--- src/rtl/fprot_pkg.sv ---
package fprot_pkg;

    typedef enum logic [1:0] {
        ACC_FETCH = 2'd0,
        ACC_DREAD = 2'd1,
        ACC_PROG  = 2'd2,
        ACC_ERASE = 2'd3
    } acc_kind_e;

    typedef enum logic [1:0] {
        CLS_EXEC = 2'b00,
        CLS_RO   = 2'b10,
        CLS_RW   = 2'b11
    } prot_class_e;

    typedef struct packed {
        logic rd_en;
        logic pg_en;
    } prot_bits_t;

    typedef struct packed {
        prot_class_e cls;
        logic        ok;
    } prot_verdict_t;

    // Read permission dominates: without it the block is execute-only.
    function automatic prot_class_e classify(prot_bits_t b);
        if (!b.rd_en)
            return CLS_EXEC;
        if (!b.pg_en)
            return CLS_RO;
        return CLS_RW;
    endfunction

    function automatic logic permits(prot_class_e c, acc_kind_e k);
        case (k)
            ACC_FETCH: return 1'b1;
            ACC_DREAD: return (c != CLS_EXEC);
            default:   return (c == CLS_RW);
        endcase
    endfunction

endpackage

--- src/rtl/fprot_words.sv ---
module fprot_words #(
    parameter int NUM_BANKS       = 16,
    parameter int BLOCKS_PER_BANK = 32,
    localparam int BANK_W         = $clog2(NUM_BANKS),
    localparam int FLAT_W         = NUM_BANKS * BLOCKS_PER_BANK
) (
    input  logic                       clk,
    input  logic                       rst,
    input  logic                       wr_en,
    input  logic [BANK_W-1:0]          wr_bank,
    input  logic                       wr_kind,
    input  logic [BLOCKS_PER_BANK-1:0] wr_mask,
    output logic [FLAT_W-1:0]          rd_flat,
    output logic [FLAT_W-1:0]          pg_flat
);

    for (genvar b = 0; b < NUM_BANKS; b++) begin : g_bank
        logic [BLOCKS_PER_BANK-1:0] rd_q;
        logic [BLOCKS_PER_BANK-1:0] pg_q;
        logic                       hit;

        assign hit = wr_en && (wr_bank == BANK_W'(b));

        always_ff @(posedge clk) begin
            if (rst) begin
                rd_q <= '1;
                pg_q <= '1;
            end else if (hit) begin
                if (wr_kind)
                    pg_q <= pg_q & wr_mask;
                else
                    rd_q <= rd_q & wr_mask;
            end
        end

        assign rd_flat[b*BLOCKS_PER_BANK +: BLOCKS_PER_BANK] = rd_q;
        assign pg_flat[b*BLOCKS_PER_BANK +: BLOCKS_PER_BANK] = pg_q;
    end

endmodule

--- src/rtl/fprot_lookup.sv ---
module fprot_lookup
    import fprot_pkg::*;
#(
    parameter int ADDR_W          = 32,
    parameter int GRAN_LOG2       = 11,
    parameter int NUM_BANKS       = 16,
    parameter int BLOCKS_PER_BANK = 32,
    localparam int IDX_W          = $clog2(NUM_BANKS) + $clog2(BLOCKS_PER_BANK),
    localparam int FLAT_W         = NUM_BANKS * BLOCKS_PER_BANK
) (
    input  logic [ADDR_W-1:0] addr,
    input  logic [FLAT_W-1:0] rd_flat,
    input  logic [FLAT_W-1:0] pg_flat,
    output prot_bits_t        bits
);

    // Bank and block indices sit next to each other above the granule,
    // so together they form one linear index into the flattened words.
    logic [IDX_W-1:0] idx;

    assign idx        = addr[GRAN_LOG2 +: IDX_W];
    assign bits.rd_en = rd_flat[idx];
    assign bits.pg_en = pg_flat[idx];

endmodule

--- src/rtl/fprot_policy.sv ---
module fprot_policy
    import fprot_pkg::*;
(
    input  prot_bits_t    bits,
    input  acc_kind_e     kind,
    output prot_verdict_t verdict
);

    always_comb begin
        verdict.cls = classify(bits);
        verdict.ok  = permits(verdict.cls, kind);
    end

endmodule

--- src/rtl/fprot_guard.sv ---
module fprot_guard
    import fprot_pkg::*;
#(
    parameter int ADDR_W          = 32,
    parameter int GRAN_LOG2       = 11,
    parameter int NUM_BANKS       = 16,
    parameter int BLOCKS_PER_BANK = 32,
    localparam int BANK_W         = $clog2(NUM_BANKS),
    localparam int FLAT_W         = NUM_BANKS * BLOCKS_PER_BANK
) (
    input  logic                       clk,
    input  logic                       rst,
    input  logic                       req_valid,
    input  logic [ADDR_W-1:0]          req_addr,
    input  logic [1:0]                 req_type,
    input  logic                       reg_we,
    input  logic [BANK_W-1:0]          reg_bank,
    input  logic                       reg_kind,
    input  logic [BLOCKS_PER_BANK-1:0] reg_wdata,
    output logic                       allow,
    output logic [1:0]                 blk_class,
    output logic                       viol_pulse
);

    logic [FLAT_W-1:0] rd_flat;
    logic [FLAT_W-1:0] pg_flat;
    prot_bits_t        bits;
    prot_verdict_t     verdict;
    logic              viol_q;

    fprot_words #(
        .NUM_BANKS       (NUM_BANKS),
        .BLOCKS_PER_BANK (BLOCKS_PER_BANK)
    ) u_words (
        .clk     (clk),
        .rst     (rst),
        .wr_en   (reg_we),
        .wr_bank (reg_bank),
        .wr_kind (reg_kind),
        .wr_mask (reg_wdata),
        .rd_flat (rd_flat),
        .pg_flat (pg_flat)
    );

    fprot_lookup #(
        .ADDR_W          (ADDR_W),
        .GRAN_LOG2       (GRAN_LOG2),
        .NUM_BANKS       (NUM_BANKS),
        .BLOCKS_PER_BANK (BLOCKS_PER_BANK)
    ) u_lookup (
        .addr    (req_addr),
        .rd_flat (rd_flat),
        .pg_flat (pg_flat),
        .bits    (bits)
    );

    fprot_policy u_policy (
        .bits    (bits),
        .kind    (acc_kind_e'(req_type)),
        .verdict (verdict)
    );

    always_ff @(posedge clk) begin
        if (rst)
            viol_q <= 1'b0;
        else
            viol_q <= req_valid && !verdict.ok;
    end

    assign allow      = verdict.ok;
    assign blk_class  = verdict.cls;
    assign viol_pulse = viol_q;

endmodule

--- config.mk ---
export PLATFORM = sky130hd
export DESIGN_NAME = fprot_guard
export DESIGN_NICKNAME = d
export VERILOG_FILES = /design/src/rtl/fprot_pkg.sv /design/src/rtl/fprot_words.sv /design/src/rtl/fprot_lookup.sv /design/src/rtl/fprot_policy.sv /design/src/rtl/fprot_guard.sv
export SDC_FILE = /design/constraint.sdc
export NUM_CORES = 2
export LEC_CHECK = 0
export BUFFER_PORTS_ARGS = -buffer_cell sky130_fd_sc_hd__buf_2
export CAP_MARGIN = 20
export CELL_PAD_IN_SITES_DETAIL_PLACEMENT = 1
export CELL_PAD_IN_SITES_GLOBAL_PLACEMENT = 1
export CORE_ASPECT_RATIO = 1.4
export CORE_UTILIZATION = 35
export DETAILED_ROUTE_END_ITERATION = 7
export PLACE_DENSITY_LB_ADDON = 0.2
export SYNTH_ARGS = -nofsm -noshare
export SYNTH_HDL_FRONTEND = slang
export SYNTH_SLANG_ARGS = --single-unit
export TNS_END_PERCENT = 5
--- constraint.sdc ---
create_clock -name clk -period 3.91 [get_ports clk]
set_clock_uncertainty 0.15 [all_clocks]
set_input_delay 0.391 -clock clk [delete_from_list [all_inputs] [get_ports clk]]
set_output_delay 0.391 -clock clk [all_outputs]
set_load 0.02 [all_outputs]
==> reports/qor.txt <==
Clk buf depth: 3
Area growth from synthesis to layout: 16.2%
Max Freq: 237 MHz
Max IR drop VDD: 0.312 mV
Placed instance area: 41700 um^2
Row count: 145
Initial antenna violation count: 23
Die height: 399 um
Final ANT Viol Nets: 0
Seq/Total Area, Yosys: 0.522
Flip-flop and latch count after synthesis: 1025
Crit. End Element: primary output
Final nets: 4177
LEAKAGE: 16.1 nW
GRT overflow: 0
Slew Limit Fails: 0
Count of final setup violators: 3
Failing checks: setup timing
Area of the multi-input gates: 17200 um^2
Root Driver: clkbuf_16
Fillers: 12600
Global Route Usage Sum: 0.254
Number of port buffers: 55
Final worst slack: -305 ps
Most frequent cells in the layout: 1073 x nand2_1, 1044 x o21ai_0, 1024 x dfxtp_1
Die ar.: 114000 um^2
Critical path arrival: 3670 ps
Hold Fails Final Rpt: 0
Leading area contributor after synthesis: dfxtp_1
Status: finished, violations left
Worst setup SP type: input port
Post-synthesis cell type count: 39
Slew margin rel.: 0.289
Synth Instances: 4149
DRC: 0
Register area: 20500 um^2
Synth Cell Area: 39300 um^2
Layout cells sized above 1: 0.158
Via Count: 31800
Initial cell density of the core: 0.353
Fin Hold WS: 34.6 ps
Pwr Density: 509 nW/um^2
First-pass GRT wire length: 216000 um
Htree depth: 3
Yosys warns: 0
Setup CP Type: input port to primary output
Worst Max-Slew Pin Slew: 1060 ps
Yosys top cell area share: 0.522
Insertion delay to the later sink of the worst-skew pair: 710 ps
DRT Wirelength: 145000 um
CTS tree: built
Drt wl/cell: 25.6 um
HPWL after DPL: 85700 um
Placer Congestion: 0.801
Most common cell after layout, fill and taps aside: nand2_1
Crit-path max FO: 12
Io pins: 79
DP Worst Slack: -565 ps
Worst EP required: 3370 ps
Largest net degree at the start of global routing: 109
Syn Area/Cell: 9.47 um^2
Drt pass-1 iters: 5
DIE WIDTH: 285 um
Core ar.: 111000 um^2
Clk slew on worst S/H paths: 60 ps
Clock sinks: 1025
Syn nets: 4224
Synth top area cells: dfxtp_1 52%, o21ai_0 13%, mux4_2 12%
Final Non-Filler Cells: 5664
Vias per cell: 5.61
Final min period: 4220 ps
Period Utilization, post-route: 1.08
Final core occ: 0.410
Hold Path Class: input port to register
Vias in the first global route: 32300
Final instance area: 45700 um^2
RSZ-0062 raised after global routing: yes
DRT iter0 DRCs: 2643
Total CTS buffers: 104
Max Cap Viol: 0
Inst Count DP: 5463
kinds of logic after synthesis:
| logic type | share of synthesized area |
|---|---|
| AOI/OAI and AO/OA | 0.160 |
| muxes | 0.160 |
| DFF | 0.522 |
| buffers and inverters | 0.0421 |
| and+or+nand+nor | 0.117 |
final cells by class:
| type | instances | area share |
|---|---|---|
| Inverter | 6 | 0.000657 |
| Multi-Input combinational cell | 2719 | 0.377 |
| Tap cell | 1470 | 0.0403 |
| Sequential cell | 1025 | 0.449 |
| Antenna cell | 3 | 0.000164 |
| Timing Repair Buffer | 246 | 0.0489 |
| Clock buffer | 148 | 0.0686 |
| Clock inverter | 47 | 0.0156 |
per-layer routing:
metal	routed length, um	up-vias	track usage
met1	62800	16500	0.331
li1	-	14300	-
met2	71700	725	0.439
met5	41	-	0
met4	3400	6	0.0710
met3	7160	175	0.0312
cells in the mapped netlist:
library cell	n
inv_1	4
inv_2	1
dfxtp_1	1025
nor3_1	7
o41ai_2	1
o221ai_1	1
nand3_1	30
nand3b_1	1
mux2i_1	136
nor4_1	5
clkbuf_1	336
and3b_1	1
buf_2	20
mux4_2	213
nor4bb_1	1
buf_4	15
o2111a_1	1
or2_2	1
o41ai_1	2
a31oi_1	1
a221oi_1	37
nand4_1	8
nor3b_1	3
nand4b_1	1
nand2_1	1073
a21oi_1	16
a311oi_1	1
o22ai_1	7
and2_1	3
nor2b_1	10
nor2_1	25
a22oi_1	71
clkinv_1	1
nand2b_1	6
mux2_2	10
o21ai_0	1045
buf_6	7
and3_1	2
buf_1	21
final timing paths:
kind,to,slack [ps],from,depth (start not counted)
setup / recovery,allow,-310,req_addr[11],14
hold / removal,u_words.g_bank[9].pg_q[19]$_SDFFE_PP1P_,30,rst,3
setup reg to reg,viol_pulse$_SDFF_PP0_,650,u_words.g_bank[2].rd_q[15]$_SDFFE_PP1P_,10
hold reg to reg,u_words.g_bank[9].pg_q[16]$_SDFFE_PP1P_,310,u_words.g_bank[9].pg_q[16]$_SDFFE_PP1P_,2
critical path, stage by stage:
cell,delay [ps]
buf_16,150
buf_12,170
buf_4,140
buf_12,140
mux4_2,490
mux4_2,510
mux4_2,470
nor2_1,100
a311oi_1,70
buf_4,180
buf_4,130
o41ai_4,380
o21ai_1,120
buf_4,170
per-stage QoR:
stage,TNS [ps],power (mW)
after detailed placement,-1900,12.3
after floorplan,0,11.5
after global routing,-1040,23.9
final,-748,23.3
after global placement,-1950,12.3
after CTS,-872,23.5
flip-flops by register name, indices dropped and copies added, names as in the netlist:
signal / cells
viol_pulse: 1
u_words.g_bank.pg_q: 512
u_words.g_bank.rd_q: 512
repair_timing:
item,in CTS,in global routing
gates resized for setup,14,3
pin swaps,2,1
hold buffers,1,0
buffers inserted,1,0
endpoints found under the hold margin,1,0
setup endpoints to repair,3,3
power breakdown:
part | switching [mW] | internal, mW | leakage (nW)
Sequential | 0.0372 | 10.5 | 8.31
Clock | 4.44 | 6.76 | 1.91
Combinational | 1.08 | 0.423 | 5.91
Total | 5.56 | 17.7 | 16.1
Power figures use the tool's default switching activity.
